**src/rtl/feac_lpbk_pkg.sv**
```systemverilog
package feac_lpbk_pkg;

  localparam int CODE_W = 6;

  localparam logic [CODE_W-1:0] CODE_ACT   = 6'b000111;
  localparam logic [CODE_W-1:0] CODE_DEACT = 6'b011100;
  localparam logic [CODE_W-1:0] CODE_ALL   = 6'b010011;
  localparam logic [CODE_W-1:0] CODE_DS3   = 6'b011011;

  typedef enum logic [1:0] {
    CMD_NONE  = 2'd0,
    CMD_ACT   = 2'd1,
    CMD_DEACT = 2'd2
  } cmd_e;

  typedef enum logic [2:0] {
    K_OTHER = 3'd0,
    K_ACT   = 3'd1,
    K_DEACT = 3'd2,
    K_ALL   = 3'd3,
    K_DS3   = 3'd4,
    K_CHAN  = 3'd5
  } kind_e;

endpackage

```
**src/rtl/feac_code_classify.sv**
```systemverilog
module feac_code_classify
  import feac_lpbk_pkg::*;
#(
  parameter int NUM_DS1   = 28,
  parameter int CHAN_BASE = 33,
  localparam int IDX_W    = $clog2(NUM_DS1)
) (
  input  logic [CODE_W-1:0] code_i,
  output kind_e             kind_o,
  output logic [IDX_W-1:0]  idx_o
);

  localparam int CHAN_LAST = CHAN_BASE + NUM_DS1 - 1;

  logic [CODE_W-1:0] offs;

  always_comb begin
    offs = code_i - CODE_W'(CHAN_BASE);
    idx_o = offs[IDX_W-1:0];
    if (code_i == CODE_ACT)
      kind_o = K_ACT;
    else if (code_i == CODE_DEACT)
      kind_o = K_DEACT;
    else if (code_i == CODE_ALL)
      kind_o = K_ALL;
    else if (code_i == CODE_DS3)
      kind_o = K_DS3;
    else if ((int'(code_i) >= CHAN_BASE) && (int'(code_i) <= CHAN_LAST))
      kind_o = K_CHAN;
    else
      kind_o = K_OTHER;
  end

endmodule

```
**src/rtl/feac_cmd_track.sv**
```systemverilog
module feac_cmd_track
  import feac_lpbk_pkg::*;
(
  input  logic  clk,
  input  logic  rst,
  input  logic  vld_i,
  input  kind_e kind_i,
  output cmd_e  cmd_o
);

  cmd_e cmd_q;

  always_ff @(posedge clk) begin
    if (rst) begin
      cmd_q <= CMD_NONE;
    end else if (vld_i) begin
      case (kind_i)
        K_ACT:                  cmd_q <= CMD_ACT;
        K_DEACT:                cmd_q <= CMD_DEACT;
        K_ALL, K_DS3, K_CHAN:   cmd_q <= CMD_NONE;
        default:                cmd_q <= cmd_q;
      endcase
    end
  end

  assign cmd_o = cmd_q;

  // an indication always leaves no pending command
  a_r7_cmd_dropped: assert property (@(posedge clk) disable iff (rst)
    vld_i && (kind_i == K_ALL || kind_i == K_DS3 || kind_i == K_CHAN)
      |=> cmd_q == CMD_NONE);

  // a foreign codeword keeps the pending command
  a_r8_cmd_kept: assert property (@(posedge clk) disable iff (rst)
    (!vld_i || kind_i == K_OTHER) |=> $stable(cmd_q));

endmodule

```
**src/rtl/feac_lb_status.sv**
```systemverilog
module feac_lb_status
  import feac_lpbk_pkg::*;
#(
  parameter int NUM_DS1  = 28,
  localparam int IDX_W   = $clog2(NUM_DS1)
) (
  input  logic               clk,
  input  logic               rst,
  input  logic               vld_i,
  input  kind_e              kind_i,
  input  logic [IDX_W-1:0]   idx_i,
  input  cmd_e               cmd_i,
  output logic               ds3_lb_o,
  output logic [NUM_DS1-1:0] ds1_lb_o
);

  logic apply;
  logic set_val;

  assign apply   = vld_i && (cmd_i != CMD_NONE);
  assign set_val = (cmd_i == CMD_ACT);

  always_ff @(posedge clk) begin
    if (rst)
      ds3_lb_o <= 1'b0;
    else if (apply && kind_i == K_DS3)
      ds3_lb_o <= set_val;
  end

  for (genvar i = 0; i < NUM_DS1; i++) begin : g_ds1
    always_ff @(posedge clk) begin
      if (rst)
        ds1_lb_o[i] <= 1'b0;
      else if (apply && (kind_i == K_ALL ||
                         (kind_i == K_CHAN && idx_i == IDX_W'(i))))
        ds1_lb_o[i] <= set_val;
    end
  end

  // a single-channel code moves at most one DS1 bit
  a_r6_one_bit: assert property (@(posedge clk) disable iff (rst)
    vld_i && kind_i == K_CHAN |=> $countones(ds1_lb_o ^ $past(ds1_lb_o)) <= 1);

  // without a pending command nothing moves
  a_r7_no_cmd_inert: assert property (@(posedge clk) disable iff (rst)
    cmd_i == CMD_NONE |=> $stable(ds1_lb_o) && $stable(ds3_lb_o));

endmodule

```
**src/rtl/feac_code_irq_reg.sv**
```systemverilog
module feac_code_irq_reg
  import feac_lpbk_pkg::*;
(
  input  logic              clk,
  input  logic              rst,
  input  logic              vld_i,
  input  kind_e             kind_i,
  input  logic [CODE_W-1:0] code_i,
  input  logic              irq_clr_i,
  output logic [CODE_W-1:0] code_o,
  output logic              irq_o
);

  logic hit;
  assign hit = vld_i && (kind_i != K_OTHER);

  always_ff @(posedge clk) begin
    if (rst) begin
      code_o <= '0;
      irq_o  <= 1'b0;
    end else begin
      if (hit)
        code_o <= code_i;
      if (hit)
        irq_o <= 1'b1;
      else if (irq_clr_i)
        irq_o <= 1'b0;
    end
  end

  // the interrupt stays up until a clear
  a_r2_irq_sticky: assert property (@(posedge clk) disable iff (rst)
    irq_o && !irq_clr_i |=> irq_o);

endmodule

```
**src/rtl/feac_lpbk_decoder.sv**
```systemverilog
module feac_lpbk_decoder
  import feac_lpbk_pkg::*;
#(
  parameter int NUM_DS1   = 28,
  parameter int CHAN_BASE = 33
) (
  input  logic               clk,
  input  logic               rst,
  input  logic [5:0]         code_i,
  input  logic               code_vld_i,
  input  logic               irq_clr_i,
  output logic [5:0]         code_o,
  output logic               irq_o,
  output logic               ds3_lb_o,
  output logic [NUM_DS1-1:0] ds1_lb_o
);

  localparam int IDX_W = $clog2(NUM_DS1);

  kind_e            kind;
  logic [IDX_W-1:0] idx;
  cmd_e             cmd;

  feac_code_classify #(.NUM_DS1(NUM_DS1), .CHAN_BASE(CHAN_BASE)) u_class (
    .code_i (code_i),
    .kind_o (kind),
    .idx_o  (idx)
  );

  feac_cmd_track u_cmd (
    .clk    (clk),
    .rst    (rst),
    .vld_i  (code_vld_i),
    .kind_i (kind),
    .cmd_o  (cmd)
  );

  feac_lb_status #(.NUM_DS1(NUM_DS1)) u_lb (
    .clk      (clk),
    .rst      (rst),
    .vld_i    (code_vld_i),
    .kind_i   (kind),
    .idx_i    (idx),
    .cmd_i    (cmd),
    .ds3_lb_o (ds3_lb_o),
    .ds1_lb_o (ds1_lb_o)
  );

  feac_code_irq_reg u_reg (
    .clk       (clk),
    .rst       (rst),
    .vld_i     (code_vld_i),
    .kind_i    (kind),
    .code_i    (code_i),
    .irq_clr_i (irq_clr_i),
    .code_o    (code_o),
    .irq_o     (irq_o)
  );

  // a recognised codeword is latched
  a_r1_code_load: assert property (@(posedge clk) disable iff (rst)
    code_vld_i && kind != K_OTHER |=> code_o == $past(code_i));

  // a recognised codeword raises the interrupt
  a_r2_irq_set: assert property (@(posedge clk) disable iff (rst)
    code_vld_i && kind != K_OTHER |=> irq_o);

  // a foreign codeword touches no output state
  a_r8_foreign_ignored: assert property (@(posedge clk) disable iff (rst)
    code_vld_i && kind == K_OTHER
      |=> $stable(code_o) && $stable(ds1_lb_o) && $stable(ds3_lb_o));

  // a pending activate followed by the DS3 indication sets the DS3 bit
  a_r4_ds3_set: assert property (@(posedge clk) disable iff (rst)
    code_vld_i && kind == K_DS3 && cmd == CMD_ACT |=> ds3_lb_o);

  // loopback bits are still on idle cycles
  a_r3_idle_still: assert property (@(posedge clk) disable iff (rst)
    !code_vld_i |=> $stable(ds1_lb_o) && $stable(ds3_lb_o) && $stable(code_o));

endmodule

```
**config.mk**
```make
export PLATFORM = sky130hd
export DESIGN_NAME = feac_lpbk_decoder
export DESIGN_NICKNAME = d
export VERILOG_FILES = /design/src/rtl/feac_lpbk_pkg.sv /design/src/rtl/feac_code_classify.sv /design/src/rtl/feac_cmd_track.sv /design/src/rtl/feac_lb_status.sv /design/src/rtl/feac_code_irq_reg.sv /design/src/rtl/feac_lpbk_decoder.sv
export SDC_FILE = /design/constraint.sdc
export NUM_CORES = 1
export LEC_CHECK = 0
export BUFFER_PORTS_ARGS = -buffer_cell sky130_fd_sc_hd__buf_2
export CAP_MARGIN = 20
export CORE_ASPECT_RATIO = 0.7
export CORE_MARGIN = 2
export CORE_UTILIZATION = 50
export CTS_CLUSTER_SIZE = 10
export DETAILED_ROUTE_END_ITERATION = 12
export GPL_TIMING_DRIVEN = 0
export PLACE_DENSITY_LB_ADDON = 0.12
export RECOVER_POWER = 25
export SLEW_MARGIN = 40
export SYNTH_ARGS = -nofsm -noshare
export SYNTH_HDL_FRONTEND = slang
export SYNTH_SLANG_ARGS = --single-unit
```
**constraint.sdc**
```tcl
create_clock -name clk -period 1.32 [get_ports clk]
set_input_delay 0.066 -clock clk [delete_from_list [all_inputs] [get_ports clk]]
set_output_delay 0.066 -clock clk [all_outputs]
set_load 0.02 [all_outputs]
```
==> results of run 1 <==
logic make-up after synthesis:
family          after synthesis
buf+inv                      39
compound gates               65
simple gates                112
flops                        38
xor+xnor                      3
mux                          24
flip-flops by register name (all words and copies together), names as in the netlist:
name and count:
u_lb.ds1_lb_o 28, u_reg.code_o 6, u_cmd.cmd_o 2, u_lb.ds3_lb_o 1
u_reg.irq_o 1
power by group through the flow:
| stage | Combinational (mW) | Clock [mW] | Sequential [mW] |
|---|---|---|---|
| finish | 0.532 | 1.21 | 1.17 |
| global route | 0.566 | 1.27 | 1.17 |
| CTS | 0.470 | 1.22 | 1.17 |
| detailed placement | 0.440 | 0 | 1.20 |
| global placement | 0.440 | 0 | 1.20 |
| floorplan | 0.287 | 0 | 1.22 |
stage by stage:
step / setup slack, ps / TNS, ps / total power [mW] / hold WS [ps]
detailed placement: -435 / -11140 / 1.64 / 337
CTS: -105 / -193 / 2.86 / 14.7
global route: -98.7 / -970 / 3.01 / 27.5
global placement: -441 / -11130 / 1.64 / 329
floorplan: -12.3 / -12.3 / 1.50 / 248
finish: -50.4 / -290 / 2.91 / 17.1
cell usage after synthesis (2+ instances only):
master,n,area [sq um]
sky130_fd_sc_hd__and4_1,2,17.5
sky130_fd_sc_hd__o211ai_1,2,15.0
sky130_fd_sc_hd__inv_1,10,37.5
sky130_fd_sc_hd__mux2i_1,24,240
sky130_fd_sc_hd__or2_1,2,12.5
sky130_fd_sc_hd__and3_1,3,18.8
sky130_fd_sc_hd__nor3_1,4,20.0
sky130_fd_sc_hd__clkbuf_1,11,41.3
sky130_fd_sc_hd__nor4_1,2,12.5
sky130_fd_sc_hd__xor2_1,2,17.5
sky130_fd_sc_hd__o21ai_0,4,20.0
sky130_fd_sc_hd__o2111ai_1,5,43.8
sky130_fd_sc_hd__and3b_1,2,17.5
sky130_fd_sc_hd__nand4_1,6,37.5
sky130_fd_sc_hd__nor4bb_1,8,80.1
sky130_fd_sc_hd__dfxtp_1,38,761
sky130_fd_sc_hd__a21oi_1,10,50.1
sky130_fd_sc_hd__a2111oi_2,4,60.1
sky130_fd_sc_hd__nand3_1,6,30.0
sky130_fd_sc_hd__a31o_1,3,26.3
sky130_fd_sc_hd__nor2b_1,5,31.3
sky130_fd_sc_hd__buf_2,16,80.1
sky130_fd_sc_hd__a211oi_1,5,37.5
sky130_fd_sc_hd__a21boi_0,2,15.0
sky130_fd_sc_hd__nand2b_1,7,43.8
sky130_fd_sc_hd__nand3b_1,9,67.6
sky130_fd_sc_hd__a21o_1,2,15.0
sky130_fd_sc_hd__a31o_2,2,17.5
sky130_fd_sc_hd__or3b_1,11,96.3
sky130_fd_sc_hd__nand2_1,16,60.1
sky130_fd_sc_hd__o22ai_1,5,31.3
sky130_fd_sc_hd__o21a_1,3,22.5
sky130_fd_sc_hd__a31oi_1,2,12.5
sky130_fd_sc_hd__nor2_1,23,86.3
layer usage:
layer / share of wire / global-route usage / vias up / wire, microns
met5: 0 / 0 / - / 0
li1: - / - / 1159 / -
met2: 0.43 / 0.404 / 129 / 3170
met3: 0.092 / 0.0647 / 17 / 680
met1: 0.46 / 0.417 / 1169 / 3430
met4: 0.014 / 0.0712 / 0 / 100
worst min path at each step:
stage | start | to | slack, ps | cells after the start
after global placement | irq_clr_i | u_reg.irq_o | 330 | 3
after floorplan | irq_clr_i | u_reg.irq_o | 250 | 2
after detailed placement | irq_clr_i | u_reg.irq_o | 340 | 3
after CTS | irq_clr_i | u_reg.irq_o | 10 | 3
after global routing | irq_clr_i | u_reg.irq_o | 30 | 3
final | irq_clr_i | u_reg.irq_o | 20 | 3
worst max-delay path, stage by stage (launching register included):
cell,delay [ps]
sky130_fd_sc_hd__dfxtp_4,370
sky130_fd_sc_hd__o211ai_1,340
sky130_fd_sc_hd__buf_4,250
sky130_fd_sc_hd__nor3_2,60
sky130_fd_sc_hd__mux2i_1,160
sky130_fd_sc_hd__nor2_1,50
area by class of cell:
| cell class | instances | share of cell area |
|---|---|---|
| buffer | 29 | 0.0657 |
| clock buffer | 5 | 0.0220 |
| clock inverter | 3 | 0.0220 |
| inverter | 10 | 0.0132 |
| multi-input combinational | 204 | 0.514 |
| sequential | 38 | 0.246 |
| tap | 57 | 0.0228 |
| timing repair buffer | 54 | 0.0938 |
what timing repair did:
action,CTS,global route
setup endpoints to repair,34,34
pin swaps,7,7
resized for setup,24,30
buffers inserted,3,6
==> results summary, run 1 <==
The flow ran to the end, but the final reports show violations. The final reports fail on setup timing. The depth of the most critical reg-to-reg path came out at 5. At the end of the flow the core is filled with cells to 0.660.

The net count after synthesis is 291. The number of placed instances with taps included is 383. The adder and majority cell fraction of the synthesized area came out at 0. The critical path starts at u_cmd.cmd_o[0]. The number of flops mapped to enable cells by yosys came out at 0. TritonCTS created 5 clock buffers. The synthesized design contains 38 register bits. After synthesis the cells add up to ~0.0024 sq mm. The transition time at the pin with the least slew margin is 584 ps. The worst-case setup margin in the final layout is -50.4 ps. The final standard cell area without fillers came out at 0.00312 sq mm. By area, the combinational part of the netlist is dominated by simple AND/OR/NAND/NOR gates. The post-synthesis xor/xnor area fraction is 0.0108. In this run the cell area measured after placement is 0.00274 sq mm. The portion of total power attributed to the clock network came out at 0.415. The most common cell after layout, fill and taps aside is sky130_fd_sc_hd__buf_2.

The overall die height came out at 62.4 microns. In this run the critical register-to-register path is launched from u_cmd.cmd_o[0]. Counting along the longest clock path gives a buffer depth of 2. The number of antenna violations at the first check in global routing is 0. The overall overflow remaining after global route came out at 0. The largest net degree at the start of global routing came out at 14. Setup slack on the worst reg-to-reg path comes out at -50 ps.

The post-route fraction of the period consumed by the critical path came out at 1.04. The clock tree from TritonCTS is done. The share of final-layout standard cells stronger than drive strength 1 came out at 0.289. In the layout the commonest cells are 38 x sky130_fd_sc_hd__buf_2, 36 x sky130_fd_sc_hd__dfxtp_1, 24 x sky130_fd_sc_hd__mux2i_1, 22 x sky130_fd_sc_hd__nor2_1, 18 x sky130_fd_sc_hd__clkbuf_1.

The worst-case vdd ir drop is 0.000545 V. The area fraction in compound gates after synthesis came out at 0.225. The critical path startpoint category is a register. The number of maximum-capacitance violations came out at 0. Compared with the post-synthesis result, the final layout area differs by 28.1%.

The endpoint arrival time on the critical path is 1540 ps. The path class of the tightest hold or removal check is in -> reg. The Yosys warning count is 0. The count of endpoints failing setup in the final report is 9. The leakage power is 1.18 nW. Once detailed placement completed, the half-perimeter wirelength came to 5080 microns.

Of the total power, the share spent switching nets is 0.274. The final weighted congestion in routability-driven placement came out at ~0.95. Setup repair after global routing could not meet its margin everywhere. The final worst clock skew is 3.71 ps. Detailed routing inserted a total of 2474 vias.

Counting every instance in the synthesized netlist gives 281. The share of total power dissipated in combinational logic is 0.183. The async set-reset flop share out of synthesis is 0. Synthesis instantiated just under 60 different standard cells from the library.

The switching power of the nets is 0.798 mW. The standard cell core area is around 0.0047 sq mm. In the final layout, flip-flops and latches occupy around 770 sq um. The post-layout minimum cycle time is 1370 ps. The number of design-rule violations left by the first detailed-router iteration came out at 321. Measured against the total synthesized area, the mux share comes to 0.0986.

Of the total power, registers draw 0.402. The combined area of the multi-input logic cells came out at 0.00161 sq mm. The full die area came out at between 0.005 and 0.006 sq mm.

The total wire length is 7380 microns. The remaining antenna violation count is 0. The final routed wire length divided by cell count came out at roughly 18 microns. Across every metal layer, demand over resource in global routing totals 0.280. The dominant register cell in the synthesized netlist is sky130_fd_sc_hd__dfxtp_1.

The row count came out at 21. After filler insertion, the fill cell instance count of the layout stands at ~420. Following the worst setup path forward leads to its endpoint at u_lb.ds1_lb_o[18]. The source-to-sink clock delay at the later pin of the worst-skew pair came out at 300 ps.

The worst-path maximum fanout came out at 5. The area share of and/or/nand/nor cells after synthesis came out at 0.280. The critical path in this run is classified as reg -> reg. The achievable clock frequency came out at 0.730 GHz. The per-cell via count in the routed design came out at 6.19. The power density over the cells came out at 931 mW/mm^2. The starting density of the core is 0.515. The register area share after synthesis is 0.312. STA classifies the critical path endpoint as a register. The die boundary width came out at about 87 microns. The number of antenna diodes in the final layout is 0.

In this run the clock root is driven by a sky130_fd_sc_hd__clkbuf_8. The I/O pin count is between 40 and 50. The worst register-to-register path ends at u_lb.ds1_lb_o[18]. The count of nets after finishing is approximately 350. The internal power of the cells totals 2.11 mW. The number of global-route vias before repair came out at 2246.

The total clock sinks came out at 38. The number of detailed-routing iterations run before antenna repair is 5. The number of non-filler instances in the completed layout came out at 400. The max-slew violation count is 0. The worst pin sits at a relative slew slack of 0.611. The number of levels in the clock H-tree came out at 2.

During placement, the flow inserted port buffers numbering 45. The first-pass GRT wire length came out at 11800 microns. The cts-stage hold buffer count is 0. The average cell area after synthesis came out at 8.67 sq um. After clock tree synthesis, the clock-pin slew on the worst setup and hold paths is roughly 80 ps. The count of endpoints failing hold in the final timing report came to 0.

The detailed-route DRC error count is 0. Data on the critical path is required at its endpoint by 1490 ps.
(Power assumes the default switching activity.)
==> run 2, diff against run 1 <==
--- a/config.mk
+++ b/config.mk
@@ -12,5 +12,6 @@
 export CORE_UTILIZATION = 50
+export CTS_BUF_LIST = sky130_fd_sc_hd__clkbuf_4 sky130_fd_sc_hd__clkbuf_8 sky130_fd_sc_hd__clkbuf_16
 export CTS_CLUSTER_SIZE = 10
 export DETAILED_ROUTE_END_ITERATION = 12
-export GPL_TIMING_DRIVEN = 0
+export GPL_TIMING_DRIVEN = 1
 export PLACE_DENSITY_LB_ADDON = 0.12
--- a/constraint.sdc
+++ b/constraint.sdc
@@ -3,2 +3,2 @@
 set_output_delay 0.066 -clock clk [all_outputs]
-set_load 0.02 [all_outputs]
+set_load 0.01 [all_outputs]
==> run 2 against run 1 <==
  * The run still ends with setup timing left
  * Total power down 0.39%
  * Core utilization up 1.9 points
  * Cell area up 2.9%
  * Via count down 3.1%
  * Setup slack worse by 29 ps
  * Largest cell class unchanged
  * Largest power group unchanged
  * Highest routed layer unchanged
==> results summary, run 2 (same netlist as run 1, synthesis figures left out) <==
The flow ran to the end, but the final reports show violations. The final reports fail on setup timing. The number of design-rule violations left by the first detailed-router iteration came out at 162.

The power density over the cells is 901 mW/mm^2. The standard cell core area came out at between 0.004 and 0.005 sq mm. The tightest slew margin relative to the limit came out at 0.682. The type of the most critical hold path is in -> reg. The achievable clock frequency is 0.715 GHz. The library cell used most frequently in the layout, excluding fill and tap cells, is sky130_fd_sc_hd__buf_4. The worst-case vdd ir drop is 0.000576 V. The worst hold path begins at irq_clr_i. The leakage power is 1.28 nW. Clock-pin slew was measured on the worst setup and hold paths at ~80 ps. Routability-driven placement finished with a final weighted congestion of 0.956. The final routed wire length divided by cell count came out at roughly 16 microns.

The register with the most flip-flops in the layout has 28 of them. The number of detailed-routing iterations run before antenna repair came out at 4. TritonCTS built the clock tree.

The kind of end point of the critical path is a register. STA puts the critical path data arrival time at 1590 ps. The post-route fraction of the period consumed by the critical path came out at 1.06. The final standard cell area without fillers came out at 0.00321 sq mm. The full die area came out at 0.00546 sq mm.

The I/O pin count is 46. After detailed routing, the number of vias per cell comes to 5.75. The source-to-sink clock delay at the later pin of the worst-skew pair is 300 ps. The clock arrives with about 5 ps of skew. The maximum number of buffers from clock root to sink is 2. The synthesis-to-layout area growth came out at 31.9%. The register with the highest flop count is u_lb.ds1_lb_o. The transition time at the pin with the least slew margin came out at about 480 ps. The die is around 90 microns wide. Setup repair after global routing could not meet its margin everywhere.

In this run, placement finished with an instance count of 407. The required arrival time at the worst endpoint came out at 1510 ps. The worst register-to-register path ends at u_lb.ds1_lb_o[20].

After clock tree synthesis, the flow added hold-fix buffers numbering 0. The starting density of the core is 0.515. The remaining antenna violation count came out at 0. The max-slew violation count came to 0. Of the cells placed in the final design, the portion with a size suffix greater than 1 is 0.322. TritonCTS created 5 clock buffers. The largest net degree at the start of global routing is 20. The overall overflow remaining after global route is 0.

The first global-routing pass estimated 11000 microns of wire. The count of endpoints failing hold in the final timing report came out at 0. The overall die height is 62.4 microns. After legalization and detailed placement, the total HPWL measured 4910 microns. Summing all placed instances gives a cell area of 0.00300 sq mm.

Row generation in the floorplan step produced 21 rows. The depth of the most critical reg-to-reg path came out at 4. Counting instances, the worst hold path has a depth of 3. STA classifies the critical path startpoint as a register. The tightest hold margin came out at 30.1 ps. Measured on the finished design, the core utilization comes to 0.679. The sum of negative setup slack is -377 ps. In this run the critical register-to-register path is launched from u_cmd.cmd_o[0]. The H-tree generated during clock tree synthesis spans 2 levels.

In this run the tool buffered the top-level ports with 45 buffer cells. The number of global-route vias before repair is 2190. The total clock sinks is 38. The count of endpoints failing setup in the final report is 11. The total vias in the final route is 2397.

Excluding fillers, the count of instances in the completed layout stands at roughly 420. Along the worst path, the maximum fanout reaches 5. The all-layer global routing usage came out at 0.253. 0 antenna diodes ended up in the layout. The worst setup path is of the reg -> reg kind. The count of nets after finishing came out at 369. The reg2reg setup slack is -80 ps.

The cell at the root of the clock tree is sky130_fd_sc_hd__clkbuf_8. The endpoint with the worst hold slack is u_reg.irq_o. The number of antenna violations at the first check in global routing came out at 0. The number of maximum-capacitance violations is 0.

The detailed-route DRC error count is 0. In the layout the commonest cells are 54 x sky130_fd_sc_hd__buf_4, 36 x sky130_fd_sc_hd__dfxtp_1, 30 x sky130_fd_sc_hd__buf_2, 24 x sky130_fd_sc_hd__mux2i_1, 23 x sky130_fd_sc_hd__nor2_1. Once routing completed, OpenROAD measured the worst setup slack at -79.1 ps. The routed design could run at a clock period as short as roughly 1400 ps. The total wire length is 6660 microns.
==> run 2: cell types whose count changed in the layout (fill, tap and decap cells not counted), sizes merged <==
cell,change
clkbuf,-11
inv,+1
buf,+28
clkinvlp,-1
==> run 2: report_power, final <==
part	leakage, nW	total [mW]	switching, mW	internal (mW)
Clock	0.0683	1.21	0.452	0.758
Sequential	0.309	1.17	0.00998	1.16
Combinational	0.904	0.517	0.299	0.218
==> run 2: what timing repair did <==
| action | CTS | global route |
|---|---|---|
| resized for setup | 8 | 8 |
| pin swaps | 1 | 8 |
| setup endpoints to repair | 12 | 18 |
| setup buffers | 0 | 2 |
==> run 2: final cells by class <==
type,count,area (sq um)
multi-input cells,204,1570
fillers,426,1520
flip-flops and latches,38,768
repair buffers,100,627
well taps,57,71.3
clock buffers,5,68.8
clock inverters,3,68.8
inverters,10,37.5
==> run 2: metal layers <==
metal	vias up	track usage	share of wire
li1	1191	-	-
met1	1126	0.372	0.49
met2	68	0.370	0.44
met3	12	0.0528	0.052
met4	0	0.0750	0.015
met5	-	0	0
==> run 2: stage by stage <==
| step | setup slack [ps] | power (mW) |
|---|---|---|
| after floorplan | -12.3 | 1.49 |
| after global placement | -182 | 1.68 |
| after detailed placement | -224 | 1.69 |
| after CTS | -68.6 | 2.91 |
| after global routing | -171 | 3.02 |
| final | -79.1 | 2.90 |
==> run 2: worst max path at each step <==
| stage | start | endpoint | slack (ps) | cells after the start |
|---|---|---|---|---|
| 2_1_floorplan | u_cmd.cmd_o[1] | u_lb.ds1_lb_o[23] | -10 | 4 |
| 3_3_place_gp | code_i[4] | u_lb.ds1_lb_o[20] | -180 | 6 |
| 3_5_place_dp | code_i[5] | u_lb.ds1_lb_o[4] | -220 | 7 |
| 4_1_cts | u_cmd.cmd_o[1] | u_lb.ds1_lb_o[21] | -70 | 4 |
| 5_1_grt | u_cmd.cmd_o[0] | u_lb.ds1_lb_o[20] | -170 | 4 |
| 6_report | u_cmd.cmd_o[0] | u_lb.ds1_lb_o[20] | -80 | 4 |
==> run 2: worst max-delay path: stages, from the launching register on <==
cell and delay, ps:
sky130_fd_sc_hd__dfxtp_4 380, sky130_fd_sc_hd__o211ai_1 210, sky130_fd_sc_hd__a2111oi_2 410, sky130_fd_sc_hd__mux2i_1 240
sky130_fd_sc_hd__nor2_1 60
